`src/rtl/touch_sampler.sv`:
```
module touch_sampler #(
  parameter int CODE_W   = 12,
  parameter int SETTLE_W = 8
) (
  input  logic                clk,
  input  logic                rst_n,
  input  logic [1:0]          cfg_avg_log2,
  input  logic [SETTLE_W-1:0] cfg_settle,
  input  logic [CODE_W-1:0]   cfg_lo,
  input  logic [CODE_W-1:0]   cfg_hi,
  input  logic [CODE_W-1:0]   cfg_delta,
  input  logic [1:0]          cfg_wires,
  input  logic                cfg_manual,
  input  logic [3:0]          man_drive,
  input  logic [1:0]          man_ch,
  input  logic                man_start,
  input  logic                irq_clr,
  input  logic                adc_done,
  input  logic [CODE_W-1:0]   adc_code,
  output logic [3:0]          sw_drive,
  output logic [1:0]          adc_ch,
  output logic                adc_start,
  output logic                irq,
  output logic [CODE_W-1:0]   pos_x,
  output logic [CODE_W-1:0]   pos_y
);
  localparam int ACC_W = CODE_W + 3;

  typedef enum logic [2:0] {ST_IDLE, ST_SETTLE, ST_REQ, ST_WAIT, ST_EVAL} st_t;

  st_t                 state;
  logic                axis_y;
  logic [SETTLE_W-1:0] cnt;
  logic [2:0]          nsamp;
  logic [ACC_W-1:0]    acc_x;
  logic [ACC_W-1:0]    acc_y;
  logic                have_pos;

  logic [2:0]          n_last;
  logic [CODE_W-1:0]   avg_x;
  logic [CODE_W-1:0]   avg_y;
  logic [CODE_W-1:0]   dx;
  logic [CODE_W-1:0]   dy;
  logic                in_win;
  logic                moved;
  logic                active;
  logic [3:0]          auto_drive;
  logic [1:0]          auto_ch;

  assign n_last = 3'((4'd1 << cfg_avg_log2) - 4'd1);
  assign avg_x  = CODE_W'(acc_x >> cfg_avg_log2);
  assign avg_y  = CODE_W'(acc_y >> cfg_avg_log2);
  assign dx     = (avg_x >= pos_x) ? avg_x - pos_x : pos_x - avg_x;
  assign dy     = (avg_y >= pos_y) ? avg_y - pos_y : pos_y - avg_y;
  assign in_win = (avg_x >= cfg_lo) && (avg_x <= cfg_hi) &&
                  (avg_y >= cfg_lo) && (avg_y <= cfg_hi);
  assign moved  = !have_pos || (dx > cfg_delta) || (dy > cfg_delta);
  assign active = (state == ST_SETTLE) || (state == ST_REQ) || (state == ST_WAIT);

  always_comb begin
    auto_drive = '0;
    auto_ch    = '0;
    if (active) begin
      case (cfg_wires)
        2'd0:    {auto_drive, auto_ch} = axis_y ? {4'b1100, 2'd0} : {4'b0011, 2'd1};
        2'd1:    {auto_drive, auto_ch} = axis_y ? {4'b0011, 2'd2} : {4'b0101, 2'd2};
        2'd2:    {auto_drive, auto_ch} = axis_y ? {4'b1101, 2'd0} : {4'b0111, 2'd1};
        default: {auto_drive, auto_ch} = axis_y ? {4'b1100, 2'd2} : {4'b0011, 2'd3};
      endcase
    end
  end

  assign sw_drive  = cfg_manual ? man_drive : auto_drive;
  assign adc_ch    = cfg_manual ? man_ch    : auto_ch;
  assign adc_start = cfg_manual ? man_start : (state == ST_REQ);

  always_ff @(posedge clk) begin
    if (!rst_n) begin
      state    <= ST_IDLE;
      axis_y   <= 1'b0;
      cnt      <= '0;
      nsamp    <= '0;
      acc_x    <= '0;
      acc_y    <= '0;
      have_pos <= 1'b0;
      irq      <= 1'b0;
      pos_x    <= '0;
      pos_y    <= '0;
    end else begin
      if (irq_clr) irq <= 1'b0;
      if (cfg_manual) begin
        state  <= ST_IDLE;
        axis_y <= 1'b0;
        cnt    <= '0;
        nsamp  <= '0;
        acc_x  <= '0;
        acc_y  <= '0;
      end else begin
        case (state)
          ST_IDLE: begin
            state  <= ST_SETTLE;
            axis_y <= 1'b0;
            cnt    <= '0;
            nsamp  <= '0;
            acc_x  <= '0;
            acc_y  <= '0;
          end
          ST_SETTLE: begin
            if (cnt == cfg_settle) begin
              state <= ST_REQ;
              cnt   <= '0;
            end else begin
              cnt <= cnt + SETTLE_W'(1);
            end
          end
          ST_REQ: state <= ST_WAIT;
          ST_WAIT: begin
            if (adc_done) begin
              if (axis_y) acc_y <= acc_y + {3'b000, adc_code};
              else        acc_x <= acc_x + {3'b000, adc_code};
              if (nsamp == n_last) begin
                nsamp <= '0;
                if (axis_y) begin
                  state <= ST_EVAL;
                end else begin
                  axis_y <= 1'b1;
                  cnt    <= '0;
                  state  <= ST_SETTLE;
                end
              end else begin
                nsamp <= nsamp + 3'd1;
                state <= ST_REQ;
              end
            end
          end
          ST_EVAL: begin
            if (in_win && moved) begin
              pos_x    <= avg_x;
              pos_y    <= avg_y;
              have_pos <= 1'b1;
              irq      <= 1'b1;
            end
            acc_x  <= '0;
            acc_y  <= '0;
            axis_y <= 1'b0;
            cnt    <= '0;
            state  <= ST_SETTLE;
          end
          default: state <= ST_IDLE;
        endcase
      end
    end
  end

  assert_start_single_R2: assert property (@(posedge clk) disable iff (!rst_n)
    (!cfg_manual && adc_start) |=> (cfg_manual || !adc_start));

  assert_irq_hold_R7: assert property (@(posedge clk) disable iff (!rst_n)
    (irq && !irq_clr) |=> irq);

  assert_pos_with_irq_R6: assert property (@(posedge clk) disable iff (!rst_n)
    (!$stable(pos_x) || !$stable(pos_y)) |-> irq);

  assert_report_in_window_R4: assert property (@(posedge clk) disable iff (!rst_n)
    $rose(irq) |-> (pos_x >= cfg_lo && pos_x <= cfg_hi && pos_y >= cfg_lo && pos_y <= cfg_hi));

  assert_manual_no_report_R8: assert property (@(posedge clk) disable iff (!rst_n)
    cfg_manual |=> ($stable(pos_x) && $stable(pos_y)));

  assert_drive_on_start_R9: assert property (@(posedge clk) disable iff (!rst_n)
    (!cfg_manual && adc_start) |-> (sw_drive != 4'b0000));
endmodule

```
`config.mk`:
```
export PLATFORM = sky130hd
export DESIGN_NAME = touch_sampler
export DESIGN_NICKNAME = d
export VERILOG_FILES = /design/src/rtl/touch_sampler.sv
export SDC_FILE = /design/constraint.sdc
export NUM_CORES = 1
export LEC_CHECK = 0
export BUFFER_PORTS_ARGS = -buffer_cell sky130_fd_sc_hd__buf_2
export CORE_UTILIZATION = 55
export DETAILED_ROUTE_END_ITERATION = 12
export GPL_TIMING_DRIVEN = 0
export PLACE_DENSITY = 0.76
export SETUP_SLACK_MARGIN = 0.02
export SKIP_CTS_REPAIR_TIMING = 1
export SYNTH_ARGS = -nofsm -noshare
export SYNTH_HDL_FRONTEND = slang
export SYNTH_SLANG_ARGS = --single-unit
```
`constraint.sdc`:
```
create_clock -name clk -period 5.74 [get_ports clk]
set_input_delay 0.287 -clock clk [delete_from_list [all_inputs] [get_ports clk]]
set_output_delay 0.287 -clock clk [all_outputs]
set_load 0.01 [all_outputs]
```
==> flow_metrics.tcl <==
set metrics [dict create \
    status "finished, violations left" \
    failing_checks "design-rule violations" \
    timing_max_transition_violations_final 0 \
    p_sw_frac 0.250 \
    critPathLaunch "cfg_avg_log2[0]" \
    cap_viol_max_count 0 \
    cts_made_buffers 9 \
    hold_start "irq_clr" \
    design.die.area_mm2 0.0158 \
    synth-warning-count 0 \
    power_frac_seq 0.368 \
    instances_no_fill 1310 \
    register_area_share_after_synthesis 0.169 \
    relative_slew_slack 0.512 \
    nets 1346 \
    clkSinkCount 71 \
    critical_path_end_type "flip-flop" \
    std_cell_rows 44 \
    timing.critical_path.required_ps 5990 \
    synth_enable_flop_cells 0 \
    timing.final.hold_violations 0 \
    die_width_um 126 \
    synth_ff_type "sky130_fd_sc_hd__dfxtp_1" \
    finalSetupViolations 0 \
    worst_hold_path_type "in -> reg" \
    final_critical_path_setup_slack_ps 311 \
    most_frequent_standard_cell_in_the_layout_excluding_fill_and_tap_cells "sky130_fd_sc_hd__ha_1" \
    tritoncts "done" \
    clk-insertion-delay-late_ps 350 \
    clk_pin_slew_worst_setup_hold_paths_ps 60 \
    ctsRootBufferMaster "sky130_fd_sc_hd__clkbuf_16" \
    layout.cells.most_common_list "sky130_fd_sc_hd__ha_1, sky130_fd_sc_hd__nand2_1, sky130_fd_sc_hd__buf_2" \
    grt_max_degree 13 \
    antenna_violating_nets_post_route 0 \
    setup_skew_ps 6.96 \
    post_synthesis_mean_instance_area_um2 8.31 \
    cp_data_arrival_time_ps 5670 \
    post-place-ws_ps -240 \
    viasPerCell 5.92 \
    fin_area_mm2 0.00947 \
    place_congestion 0.930 \
    fp.dieH_um 126 \
    net-switching-power_w 0.000336 \
    grtUsageTotal 0.283 \
    postSynthCellCount 1010 \
    worst_slew_pin_slew_ps 729 \
    detailroute.via_count 7750 \
    syn-cell-area_mm2 0.00839 \
    worstSetupStartpointType "primary input" \
    detailed_place.area_mm2 0.00912 \
    share_clk_of_total_power 0.491 \
    total_overflow_reported_by_the_global_router 0 \
    placed_cells_incl_taps 1294 \
    postLayoutCoreUtil 0.644 \
    grt_pass1_wl_um 35700 \
    highest_clock_frequency_the_design_can_meet_mhz 184 \
    area_growth_syn_to_layout_pct 12.9 \
    htree_num_levels 3 \
    power_per_cell_area_mw_per_mm2 142 \
    fin_crit_ps 5430 \
    drc 10 \
    cts-root-to-sink-buffers 2 \
    drt_iter0_drc 408 \
    drive_gt1_frac 0.159 \
    antenna-diode-count 0 \
    port_buffers 100 \
    setup.worst_path.class "in -> reg" \
    grt_setup_unrepaired "false" \
    finalCritPeriodShare 0.946 \
    route.detailed.wl_per_inst_um 16.7 \
    combinational_fraction_of_design_power 0.141 \
    number_of_different_library_cells_in_the_post_synthesis_netlist 70 \
    initial_antenna_violation_count 0 \
    initial_standard_cell_utilization_of_the_core 0.571 \
    fp.coreArea_mm2 0.0147 \
    total_i_o_pin_count 104 \
    synth_nets 1235 \
    async_reset_ff_frac 0 \
    detailed_place_hpwl_um 17700 \
    via_count_of_the_first_global_routing_pass 7492 \
    critical_path.reg2reg.startpoint "acc_y[3]" \
    detail_route.wirelength_um 21900 \
    cellLeakagePower_nw 4.24 \
    yosys_register_bits 71 \
    vdd.ir_drop.worst_mv 0.122 \
    path_max_fanout 10 \
    internal-power_w 0.00101 \
    drt_pre_antenna_iters 10 \
]
==> power by group through the flow <==
| stage | sequential [W] | clock (W) | combinational (W) |
|---|---|---|---|
| final | 0.000496 | 0.000660 | 0.000190 |
| after global routing | 0.000496 | 0.000683 | 0.000210 |
| after CTS | 0.000496 | 0.000661 | 0.000189 |
| after detailed placement | 0.000507 | 0 | 0.000187 |
| after global placement | 0.000507 | 0 | 0.000183 |
| after floorplan | 0.000506 | 0 | 0.000122 |
==> cell usage after synthesis, types with 3 or more instances <==
cell / count / area [um2]
sky130_fd_sc_hd__a2111oi_0: 5 / 43.8
sky130_fd_sc_hd__a211oi_1: 13 / 97.6
sky130_fd_sc_hd__a21o_1: 24 / 180
sky130_fd_sc_hd__a21oi_1: 66 / 330
sky130_fd_sc_hd__a22o_1: 4 / 35.0
sky130_fd_sc_hd__a22oi_1: 6 / 45.0
sky130_fd_sc_hd__a311oi_1: 4 / 35.0
sky130_fd_sc_hd__a31oi_1: 11 / 68.8
sky130_fd_sc_hd__and2_1: 9 / 56.3
sky130_fd_sc_hd__buf_2: 4 / 20.0
sky130_fd_sc_hd__buf_6: 8 / 90.1
sky130_fd_sc_hd__clkbuf_1: 19 / 71.3
sky130_fd_sc_hd__dfxtp_1: 71 / 1420
sky130_fd_sc_hd__fa_1: 6 / 120
sky130_fd_sc_hd__ha_1: 147 / 1840
sky130_fd_sc_hd__inv_1: 101 / 379
sky130_fd_sc_hd__mux2_2: 3 / 33.8
sky130_fd_sc_hd__mux2i_1: 38 / 380
sky130_fd_sc_hd__mux4_2: 24 / 541
sky130_fd_sc_hd__nand2_1: 113 / 424
sky130_fd_sc_hd__nand2b_1: 6 / 37.5
sky130_fd_sc_hd__nand3_1: 20 / 100
sky130_fd_sc_hd__nand4_1: 22 / 138
sky130_fd_sc_hd__nor2_1: 59 / 221
sky130_fd_sc_hd__nor2b_1: 12 / 75.1
sky130_fd_sc_hd__nor3_1: 15 / 75.1
sky130_fd_sc_hd__nor3b_1: 3 / 22.5
sky130_fd_sc_hd__o211ai_1: 11 / 82.6
sky130_fd_sc_hd__o21a_1: 16 / 120
sky130_fd_sc_hd__o21ai_0: 41 / 205
sky130_fd_sc_hd__o21bai_1: 7 / 52.6
sky130_fd_sc_hd__o22ai_1: 3 / 18.8
sky130_fd_sc_hd__o31ai_1: 8 / 60.1
sky130_fd_sc_hd__or2_2: 4 / 25.0
sky130_fd_sc_hd__or3_1: 6 / 37.5
sky130_fd_sc_hd__or4_1: 3 / 22.5
sky130_fd_sc_hd__xnor2_1: 31 / 272
sky130_fd_sc_hd__xor2_1: 26 / 228
==> through the flow <==
stage | hold slack, ps | TNS [ps] | power, W
floorplan | 440 | 0 | 0.000628
global placement | 462 | -2070 | 0.000690
detailed placement | 473 | -3970 | 0.000694
CTS | 250 | 0 | 0.00135
global route | 258 | 0 | 0.00139
finish | 245 | 0 | 0.00135
==> logic make-up (layout without fill, tap and decap cells) <==
kind of cell,count (synthesis),count (layout),share of synthesized area
fa+ha+maj,153,153,0.233
compound gates,245,245,0.198
flops,71,71,0.169
simple gates,282,282,0.156
xor+xnor,57,57,0.0595
mux,65,65,0.114
buf+inv,137,253,0.0701
==> worst max-delay path: stages <==
cell and delay [ps]:
sky130_fd_sc_hd__buf_6 120, sky130_fd_sc_hd__buf_2 310, sky130_fd_sc_hd__mux4_2 620, sky130_fd_sc_hd__inv_1 150, sky130_fd_sc_hd__ha_1 160, sky130_fd_sc_hd__inv_1 70, sky130_fd_sc_hd__fa_1 390, sky130_fd_sc_hd__a21o_1 190
sky130_fd_sc_hd__a41oi_1 260, sky130_fd_sc_hd__a31oi_1 230, sky130_fd_sc_hd__o21ai_4 380, sky130_fd_sc_hd__mux2_2 400, sky130_fd_sc_hd__a31oi_2 150, sky130_fd_sc_hd__xnor2_1 150, sky130_fd_sc_hd__ha_1 350, sky130_fd_sc_hd__nand4_1 150
sky130_fd_sc_hd__nor2_1 160, sky130_fd_sc_hd__mux2i_1 190, sky130_fd_sc_hd__a21oi_1 60, sky130_fd_sc_hd__a211oi_1 260, sky130_fd_sc_hd__nor2b_1 80, sky130_fd_sc_hd__buf_4 190, sky130_fd_sc_hd__buf_6 170, sky130_fd_sc_hd__o21a_1 180
==> final timing paths <==
kind	to	slack, ps	depth (start not counted)
max	irq	310	24
min	irq	240	3
min reg2reg	pos_y[11]	480	2
max reg2reg	irq	360	22
==> routing by layer <==
| metal | up-vias | wire length (um) | GRT usage |
|---|---|---|---|
| li1 | 3853 | - | - |
| met1 | 3621 | 9520 | 0.354 |
| met2 | 227 | 10600 | 0.498 |
| met3 | 49 | 1120 | 0.0295 |
| met4 | 0 | 672 | 0.113 |
| met5 | - | 0 | 0 |
==> state kept, by name (all words and copies together), names as in the netlist <==
signal	count
acc_y	15
axis_y	1
pos_y	12
nsamp	3
acc_x	15
irq	1
cnt	8
pos_x	12
have_pos	1
state	3
==> layout make-up <==
type	count	area, um2
Buffer	36	213
Clock buffer	10	239
Clock inverter	6	108
Fill cell	1276	5230
Inverter	101	379
Multi-Input combinational cell	802	6380
Sequential cell	71	1420
Tap cell	184	230
Timing Repair Buffer	100	500
Power figures use the tool's default switching activity.
